**config.mk**
```make
export PLATFORM = sky130hd
export DESIGN_NAME = pmu_counter_unit
export DESIGN_NICKNAME = d
export VERILOG_FILES = /design/src/rtl/pmu_pkg.sv /design/src/rtl/pmu_evt_ctr.sv /design/src/rtl/pmu_cyc_ctr.sv /design/src/rtl/pmu_counter_unit.sv
export SDC_FILE = /design/constraint.sdc
export NUM_CORES = 1
export LEC_CHECK = 0
export ABC_AREA = 1
export BUFFER_PORTS_ARGS = -buffer_cell sky130_fd_sc_hd__buf_2
export CORE_UTILIZATION = 63
export CTS_CLUSTER_DIAMETER = 120
export DETAILED_ROUTE_END_ITERATION = 6
export GPL_TIMING_DRIVEN = 0
export PLACE_DENSITY = 0.81
export RECOVER_POWER = 25
export SKIP_CTS_REPAIR_TIMING = 1
export SLEW_MARGIN = 0
export SYNTH_ARGS = -nofsm -noshare
export SYNTH_HDL_FRONTEND = slang
export SYNTH_SLANG_ARGS = --single-unit
```
**constraint.sdc**
```tcl
create_clock -name clk_i -period 2.06 [get_ports clk_i]
set_input_delay 0.206 -clock clk_i [delete_from_list [all_inputs] [get_ports clk_i]]
set_output_delay 0.206 -clock clk_i [all_outputs]
set_load 0.01 [all_outputs]
```
**src/rtl/pmu_pkg.sv**
```systemverilog
package pmu_pkg;

    localparam int REG_AW  = 4;
    localparam int EVT_W   = 10;
    localparam int SEL_W   = 5;
    localparam int CYC_IDX = 31;

    typedef enum logic [REG_AW-1:0] {
        A_CTRL   = 4'd0,
        A_CNTEN  = 4'd1,
        A_OVF    = 4'd2,
        A_INTEN  = 4'd3,
        A_SEL    = 4'd4,
        A_CNTLO  = 4'd5,
        A_CNTHI  = 4'd6,
        A_EVTYPE = 4'd7,
        A_SWINC  = 4'd8
    } reg_addr_e;

    localparam int CB_EN     = 0;
    localparam int CB_EVRST  = 1;
    localparam int CB_CYCRST = 2;
    localparam int CB_DIV    = 3;
    localparam int CB_LONG   = 4;

    typedef struct packed {
        logic en;
        logic div;
        logic longc;
    } ctrl_t;

    function automatic logic [31:0] ctrl_read(ctrl_t c, logic [4:0] n,
                                              logic [7:0] id, logic [7:0] imp);
        logic [31:0] r;
        r = '0;
        r[CB_EN]   = c.en;
        r[CB_DIV]  = c.div;
        r[CB_LONG] = c.longc;
        r[15:11]   = n;
        r[23:16]   = id;
        r[31:24]   = imp;
        return r;
    endfunction

endpackage

```
**src/rtl/pmu_evt_ctr.sv**
```systemverilog
module pmu_evt_ctr
    import pmu_pkg::*;
#(
    parameter int CW  = 32,
    parameter int NEV = 8
) (
    input  logic             clk_i,
    input  logic             rst_i,
    input  logic             cnt_en_i,
    input  logic             clr_i,
    input  logic             val_we_i,
    input  logic [CW-1:0]    val_i,
    input  logic             type_we_i,
    input  logic [EVT_W-1:0] type_i,
    input  logic [NEV-1:0]   evt_i,
    input  logic             swinc_i,
    output logic [CW-1:0]    cnt_o,
    output logic [EVT_W-1:0] type_o,
    output logic             ovf_o
);

    logic [CW-1:0]    cnt_q;
    logic [EVT_W-1:0] type_q;
    logic             hit;
    logic             step;

    always_comb begin
        hit = 1'b0;
        if (type_q == '0) begin
            hit = swinc_i;
        end else begin
            for (int e = 0; e < NEV; e++) begin
                if (type_q == EVT_W'(e + 1)) hit = evt_i[e];
            end
        end
    end

    assign step  = cnt_en_i & hit;
    assign ovf_o = step & (&cnt_q) & ~clr_i & ~val_we_i;

    always_ff @(posedge clk_i) begin
        if (rst_i) begin
            cnt_q  <= '0;
            type_q <= '0;
        end else begin
            if (clr_i)         cnt_q <= '0;
            else if (val_we_i) cnt_q <= val_i;
            else if (step)     cnt_q <= cnt_q + 1'b1;
            if (type_we_i)     type_q <= type_i;
        end
    end

    assign cnt_o  = cnt_q;
    assign type_o = type_q;

    AST_EVT_CLEAR: assert property (@(posedge clk_i) disable iff (rst_i)
        clr_i |=> cnt_q == '0);
    AST_EVT_HOLD: assert property (@(posedge clk_i) disable iff (rst_i)
        (!cnt_en_i && !clr_i && !val_we_i) |=> $stable(cnt_q));
    AST_EVT_WRAP: assert property (@(posedge clk_i) disable iff (rst_i)
        ovf_o |=> cnt_q == '0);

endmodule

```
**src/rtl/pmu_cyc_ctr.sv**
```systemverilog
module pmu_cyc_ctr
    import pmu_pkg::*;
#(
    parameter int DIV_LOG2 = 6
) (
    input  logic        clk_i,
    input  logic        rst_i,
    input  logic        cnt_en_i,
    input  logic        div_i,
    input  logic        long_i,
    input  logic        clr_i,
    input  logic        lo_we_i,
    input  logic        hi_we_i,
    input  logic [31:0] wdata_i,
    output logic [63:0] cnt_o,
    output logic        ovf_o
);

    logic [63:0]         cnt_q;
    logic [DIV_LOG2-1:0] pre_q;
    logic                tick;
    logic                wr_any;

    assign wr_any = lo_we_i | hi_we_i;
    assign tick   = cnt_en_i & (~div_i | (&pre_q));
    assign ovf_o  = tick & ~clr_i & ~wr_any &
                    (long_i ? (&cnt_q) : (&cnt_q[31:0]));

    always_ff @(posedge clk_i) begin
        if (rst_i) begin
            cnt_q <= '0;
            pre_q <= '0;
        end else if (clr_i) begin
            cnt_q <= '0;
            pre_q <= '0;
        end else begin
            if (cnt_en_i && div_i) pre_q <= pre_q + 1'b1;
            if (wr_any) begin
                if (lo_we_i) cnt_q[31:0]  <= wdata_i;
                if (hi_we_i) cnt_q[63:32] <= wdata_i;
            end else if (tick) begin
                cnt_q <= cnt_q + 64'd1;
            end
        end
    end

    assign cnt_o = cnt_q;

    AST_DIV_HOLD: assert property (@(posedge clk_i) disable iff (rst_i)
        (cnt_en_i && div_i && !(&pre_q) && !clr_i && !wr_any) |=> $stable(cnt_q));
    AST_LONG_WRAP: assert property (@(posedge clk_i) disable iff (rst_i)
        (ovf_o && long_i) |=> cnt_q == '0);
    AST_SHORT_WRAP: assert property (@(posedge clk_i) disable iff (rst_i)
        ovf_o |=> cnt_q[31:0] == '0);

endmodule

```
**src/rtl/pmu_counter_unit.sv**
```systemverilog
module pmu_counter_unit
    import pmu_pkg::*;
#(
    parameter int         N_CTR    = 4,
    parameter int         N_EVT    = 8,
    parameter logic [7:0] ID_CODE  = 8'h5A,
    parameter logic [7:0] IMP_CODE = 8'h3C
) (
    input  logic              clk_i,
    input  logic              rst_i,
    input  logic              reg_we_i,
    input  logic [REG_AW-1:0] reg_addr_i,
    input  logic [31:0]       reg_wdata_i,
    output logic [31:0]       reg_rdata_o,
    input  logic [N_EVT-1:0]  evt_i,
    output logic              irq_o
);

    localparam logic [31:0] IMPL_MASK = 32'h8000_0000 | ((32'd1 << N_CTR) - 32'd1);

    ctrl_t             ctrl_q;
    logic [31:0]       cnten_q, ovf_q, inten_q;
    logic [SEL_W-1:0]  sel_q;
    logic [31:0]       evt_cnt  [N_CTR];
    logic [EVT_W-1:0]  evt_type [N_CTR];
    logic [N_CTR-1:0]  evt_ovf;
    logic              cyc_ovf;
    logic [63:0]       cyc_cnt;
    logic [31:0]       ovf_set;
    logic              wr_ctrl, sel_cyc, sel_evt;

    assign wr_ctrl = reg_we_i && reg_addr_i == A_CTRL;
    assign sel_cyc = sel_q == SEL_W'(CYC_IDX);
    assign sel_evt = 32'(sel_q) < N_CTR;

    for (genvar g = 0; g < N_CTR; g++) begin : g_ctr
        pmu_evt_ctr #(.CW(32), .NEV(N_EVT)) u_ctr (
            .clk_i     (clk_i),
            .rst_i     (rst_i),
            .cnt_en_i  (ctrl_q.en & cnten_q[g]),
            .clr_i     (wr_ctrl & reg_wdata_i[CB_EVRST]),
            .val_we_i  (reg_we_i && reg_addr_i == A_CNTLO && sel_q == SEL_W'(g)),
            .val_i     (reg_wdata_i),
            .type_we_i (reg_we_i && reg_addr_i == A_EVTYPE && sel_q == SEL_W'(g)),
            .type_i    (reg_wdata_i[EVT_W-1:0]),
            .evt_i     (evt_i),
            .swinc_i   (reg_we_i && reg_addr_i == A_SWINC && reg_wdata_i[g]),
            .cnt_o     (evt_cnt[g]),
            .type_o    (evt_type[g]),
            .ovf_o     (evt_ovf[g])
        );
    end

    pmu_cyc_ctr #(.DIV_LOG2(6)) u_cyc (
        .clk_i    (clk_i),
        .rst_i    (rst_i),
        .cnt_en_i (ctrl_q.en & cnten_q[CYC_IDX]),
        .div_i    (ctrl_q.div),
        .long_i   (ctrl_q.longc),
        .clr_i    (wr_ctrl & reg_wdata_i[CB_CYCRST]),
        .lo_we_i  (reg_we_i && reg_addr_i == A_CNTLO && sel_cyc),
        .hi_we_i  (reg_we_i && reg_addr_i == A_CNTHI && sel_cyc),
        .wdata_i  (reg_wdata_i),
        .cnt_o    (cyc_cnt),
        .ovf_o    (cyc_ovf)
    );

    always_comb begin
        ovf_set = '0;
        ovf_set[N_CTR-1:0] = evt_ovf;
        ovf_set[CYC_IDX]   = cyc_ovf;
    end

    always_ff @(posedge clk_i) begin
        if (rst_i) begin
            ctrl_q  <= '0;
            cnten_q <= '0;
            ovf_q   <= '0;
            inten_q <= '0;
            sel_q   <= '0;
        end else begin
            if (wr_ctrl) begin
                ctrl_q.en    <= reg_wdata_i[CB_EN];
                ctrl_q.div   <= reg_wdata_i[CB_DIV];
                ctrl_q.longc <= reg_wdata_i[CB_LONG];
            end
            if (reg_we_i && reg_addr_i == A_CNTEN) cnten_q <= reg_wdata_i & IMPL_MASK;
            if (reg_we_i && reg_addr_i == A_INTEN) inten_q <= reg_wdata_i & IMPL_MASK;
            if (reg_we_i && reg_addr_i == A_SEL)   sel_q   <= reg_wdata_i[SEL_W-1:0];
            if (reg_we_i && reg_addr_i == A_OVF)
                ovf_q <= (ovf_q & ~reg_wdata_i) | ovf_set;
            else
                ovf_q <= ovf_q | ovf_set;
        end
    end

    assign irq_o = |(ovf_q & inten_q);

    always_comb begin
        reg_rdata_o = '0;
        case (reg_addr_i)
            A_CTRL:  reg_rdata_o = ctrl_read(ctrl_q, 5'(N_CTR), ID_CODE, IMP_CODE);
            A_CNTEN: reg_rdata_o = cnten_q;
            A_OVF:   reg_rdata_o = ovf_q;
            A_INTEN: reg_rdata_o = inten_q;
            A_SEL:   reg_rdata_o = 32'(sel_q);
            A_CNTLO: begin
                if (sel_cyc) reg_rdata_o = cyc_cnt[31:0];
                for (int i = 0; i < N_CTR; i++)
                    if (sel_q == SEL_W'(i)) reg_rdata_o = evt_cnt[i];
            end
            A_CNTHI: if (sel_cyc) reg_rdata_o = cyc_cnt[63:32];
            A_EVTYPE: begin
                for (int i = 0; i < N_CTR; i++)
                    if (sel_q == SEL_W'(i)) reg_rdata_o = 32'(evt_type[i]);
            end
            default: reg_rdata_o = '0;
        endcase
    end

    AST_IRQ_RAISE: assert property (@(posedge clk_i) disable iff (rst_i)
        ((|(ovf_set & inten_q)) && !(reg_we_i && reg_addr_i == A_INTEN)) |=> irq_o);
    AST_BAD_SEL_ZERO: assert property (@(posedge clk_i) disable iff (rst_i)
        (reg_addr_i == A_CNTLO && !sel_evt && !sel_cyc) |-> reg_rdata_o == '0);
    AST_RST_BITS_ZERO: assert property (@(posedge clk_i) disable iff (rst_i)
        (reg_addr_i == A_CTRL) |-> reg_rdata_o[CB_CYCRST:CB_EVRST] == 2'b00);
    AST_OVF_W1C: assert property (@(posedge clk_i) disable iff (rst_i)
        (reg_we_i && reg_addr_i == A_OVF && reg_wdata_i[CYC_IDX] && !ovf_set[CYC_IDX])
        |=> !ovf_q[CYC_IDX]);

endmodule

```
==> results of run 1 <==
-- cells by family after synthesis --
family / Yosys count / share of synthesized area
AO/OA/AOI/OAI: 719 / 0.201
AND/OR/NAND/NOR: 1657 / 0.350
flip-flops: 288 / 0.290
multiplexers: 1 / 0.000503
buffers and inverters: 520 / 0.103
XOR/XNOR: 117 / 0.0515
adder cells (fa/ha/maj): 6 / 0.00377
-- metal layers --
metal  track usage  overflow
met2         0.807         0
met1         0.677         1
met5         0.160         0
met4         0.573         0
met3         0.429         0
-- stage by stage --
step	util	std cells	area [µm²]	hold slack (ps)	setup slack (ps)
floorplan	-	3308	19900	358	224
global placement	0.674	3780	20800	443	-960
detailed placement	0.674	3780	20800	459	-975
CTS	0.713	3841	22000	-28.8	-1170
-- cells in the mapped netlist (all sizes together) --
cell type    n  area [µm²]
a22oi        9        67.6
o21bai       1        7.51
nand4       49         307
xnor2       26         228
buf         56         302
nor3b        2        15.0
nand2      810        3080
o21ai      271        1360
a221o        1        10.0
ha           6        75.1
nor4         5        31.3
o21a         1        7.51
dfxtp      288        5770
inv        365        1370
and2         3        18.8
a31oi       22         138
mux2i        1        10.0
clkbuf      95         357
o211ai      80         601
o2111ai     12         105
xor2        91         797
nor3        99         495
a211oi       2        15.0
and3         4        25.0
o31ai        1        7.51
a21oi      279        1400
nor2       408        1570
o22ai       24         150
or2         10        62.6
nand3      257        1290
clkinv       4        16.3
a221oi       2        17.5
nand3b      10        75.1
o221ai      14         123
==> flow_summary.toml, run 1 <==
[status]
status = "did not finish"
stop_stage = "global routing"
first-error = "[ERROR GRT-0232] Routing congestion too high. Check the congestion heatmap in the GUI."

[floorplanning]
die_h_um = 180
initial_core_util = 0.645
die_w_um = 180
core.rowCount = 64
ios = 80

[synth]
ys_warn_count = 0
ys_seq_area_frac = 0.290
syn_nets = 3361
syn_inst = 3308
synth_area_um2 = 19900
ys_types = 46
synth_seq_cells = 288
synth_area_per_cell_um2 = 6.01

[clock_tree]
numClockSinks = 288
numCtsBuffers = 34
htreeDepth = 2
cts_root_buf = "clkbuf_16"
cts_buffer_depth = 3

[global_route]
overflow = 1
grt.total_usage = 0.631
grt_max_degree = 14

[place]
gp_congestion = 1.43
portBuffers = 76
hpwl_mm = 75.1
==> run 2, diff against run 1 <==
--- a/config.mk
+++ b/config.mk
@@ -7,11 +7,10 @@
 export LEC_CHECK = 0
 export ABC_AREA = 1
 export BUFFER_PORTS_ARGS = -buffer_cell sky130_fd_sc_hd__buf_2
-export CORE_UTILIZATION = 63
-export CTS_CLUSTER_DIAMETER = 120
+export CORE_UTILIZATION = 40
 export DETAILED_ROUTE_END_ITERATION = 6
 export GPL_TIMING_DRIVEN = 0
-export PLACE_DENSITY = 0.81
+export PLACE_DENSITY_LB_ADDON = 0.15
 export RECOVER_POWER = 25
 export SKIP_CTS_REPAIR_TIMING = 1
 export SLEW_MARGIN = 0
==> run 2 against run 1 <==
  * Synthesized cell count unchanged
  * The flow now finishes, with violations (DRC, setup timing)
  * Area after synthesis unchanged
==> flow_summary.toml, run 2 <==
[global_route]
overflow = 0
grt_pass1_wl_mm = 155
grt_pass1_vias = 22487
antenna_found_initial = 7
grt.total_usage = 0.428
grt_max_degree = 13

[sta]
tightestPinTransition_ps = 1300
slew_headroom = 0.133
hold_viol = 0
setup_viol = 180
rsz0062_at_grt = "true"
setup_ws_ps = -981
fin_skew_ps = 27.8
tns_ps = -43900
period_share = 1.48
post-route-min-period_ps = 3040
slew_viol_final = 0
hold_slack_ps = 18.1
fmax_ghz = 0.329

[worst_hold_path]
hp-class = "primary input to register"
worstHoldPathCells = 4

[critical_path]
endpoint_kind = "output port"
r2r_cells = 17
r2r-start = "sel_q[3]$_SDFFE_PP0P_"
critPathMaxFanout = 7
cp.arrival_ps = 2840
r2r_slack_ps = -380
cp-start-kind = "register"
cp_data_required_time_ps = 1850
crit_end = "reg_rdata_o[31]"
reg2reg_to = "g_ctr[2].u_ctr.cnt_o[8]$_SDFFE_PP0P_"
critical_path_class = "register to output port"
startpoint = "sel_q[3]$_SDFFE_PP0P_"

[pwr]
peakVddDrop_mv = 0.481
p_leak_nw = 9.61
power.density_nw_per_um2 = 540

[synth]
synth_compound_area_frac = 0.201
synth_top_family_by_area = "simple AND/OR/NAND/NOR gates"
synth-edff-count = 0
synth_seq_cells = 288
ys.flop_type = "dfxtp_1"
netlist_top_cells_area = "dfxtp_1 29%, nand2_1 15%, nor2_1 7.5%"
yosys.cell_count.top_type = "nand2_1"
synth.area.mux_share = 0.000503
ys_async_sr_fraction = 0
synth_area_per_cell_um2 = 6.01
ys_warn_count = 0
synth-simple-area-share = 0.350
synth_area_um2 = 19900
syn_nets = 3361
synthAdderAreaFrac = 0.00377
yosys.area.top_type = "dfxtp_1"
ys_seq_area_frac = 0.290
ys_types = 46
syn_inst = 3308
synth_top_area_frac = 0.290
synth_common_cells = "800 x nand2_1, 399 x nor2_1, 353 x inv_1"
synthXorXnorAreaFrac = 0.0515

[clock_tree]
cts.clk_slew.worst_paths_ps = 60
numClockSinks = 288
tritoncts = "built"
clk_latency_ps = 610
htreeDepth = 2
cts_buffer_depth = 3
numCtsBuffers = 38
cts_root_buf = "clkbuf_16"

[drt]
vias_per_cell = 6.20
wl_mm = 114
drt_iter0_drc = 4062
vias = 26116
drt_pass1_iterations = 7
wire_per_inst_um = 27.2
drc = 4
ant_nets = 0

[cells_and_area]
syn_to_final_growth_pct = 27.1
final_cell_mix = "757 x nand2_1, 354 x nor2_1, 338 x inv_1"
largest_reg_flops = 128
fillers = 5109
fin_area_um2 = 25300
layout_commonest_cell = "nand2_1"
fin_cells = 4209
final_layout_size_suffix_gt1_frac = 0.184
post-route-util = 0.516
final_nets = 3566

[place]
placed_cell_area_um2 = 21100
hpwl_mm = 86.4
gp_congestion = 1.13
dp.cells = 4048
portBuffers = 76

[run]
maxCapViolCount = 0

[status]
status = "finished, violations left"
violations = "DRC, setup timing"

[floorplanning]
core.rowCount = 81
die_h_um = 225
initial_core_util = 0.406
coreArea_um2 = 49100
ios = 80
die_area_um2 = 50600
die_w_um = 225
[run 2: cell counts after synthesis]
Identical to the previous run, type by type.
[run 2: per-stage QoR]
stage / power (mW) / setup WS [ps]
final: 13.7 / -981
after global routing: 13.9 / -867
after CTS: 13.5 / -1460
after detailed placement: 6.54 / -1530
after global placement: 6.53 / -1580
after floorplan: 6.06 / 224
[run 2: worst min-delay path by stage]
stage                            start                           end  slack, ps
3_5_place_dp   inten_q[2]$_SDFFE_PP0P_       inten_q[2]$_SDFFE_PP0P_        460
6_report                reg_wdata_i[2]          ovf_q[31]$_SDFF_PP0_         20
2_1_floorplan          reg_wdata_i[12]  u_cyc.cnt_o[12]$_SDFFE_PP0P_        360
5_1_grt                reg_wdata_i[12]  u_cyc.cnt_o[12]$_SDFFE_PP0P_         10
4_1_cts                       reg_we_i       cnten_q[3]$_SDFFE_PP0P_        -60
3_3_place_gp     ovf_q[8]$_SDFFE_PP0P_         ovf_q[8]$_SDFFE_PP0P_        460
[run 2: critical path: stages (launching register included)]
cell	delay, ps
dfxtp_4	360
nor2_4	210
nand2_2	100
inv_4	90
nand2_4	70
buf_8	140
buf_8	140
o211ai_1	390
o211ai_1	330
nand3_1	240
buf_2	160
[run 2: cell families (layout without fill, tap and decap cells)]
logic type      after synthesis  count (layout)
compound gates              719             719
xor+xnor                    117             117
fa+ha+maj                     6               6
buf+inv                     520             752
flops                       288             288
mux                           1               1
other cells                   0               3
simple gates               1657            1659
[run 2: final cells by class]
class | instances | area (µm²) | share of cell area
multi-input cells | 2502 | 13300 | 0.527
flip-flops and latches | 288 | 5850 | 0.232
inverters | 369 | 1450 | 0.0572
repair buffers | 166 | 1370 | 0.0541
plain buffers | 148 | 1170 | 0.0463
clock buffers | 52 | 1060 | 0.0421
well taps | 664 | 831 | 0.0329
clock inverters | 17 | 210 | 0.00831
diodes | 3 | 7.51 | 0.000297
[run 2: power by group]
group          internal [mW]  total [mW]  switching, mW
logic                  0.212       0.970          0.758
registers               5.58        5.62         0.0366
clock network           4.13        7.07           2.94
total                   9.93        13.7           3.73
[run 2: metal layers]
layer  vias up  track usage  wire length (µm)  share of wire
met5         -      0.00196                87        0.00076
met4         6        0.311             10200          0.089
met3       511        0.115             15100           0.13
met2      2065        0.611             45900           0.40
met1     12137        0.551             43100           0.38
li1      11397            -                 -              -
No activity file was read; power rests on OpenSTA's default activity.
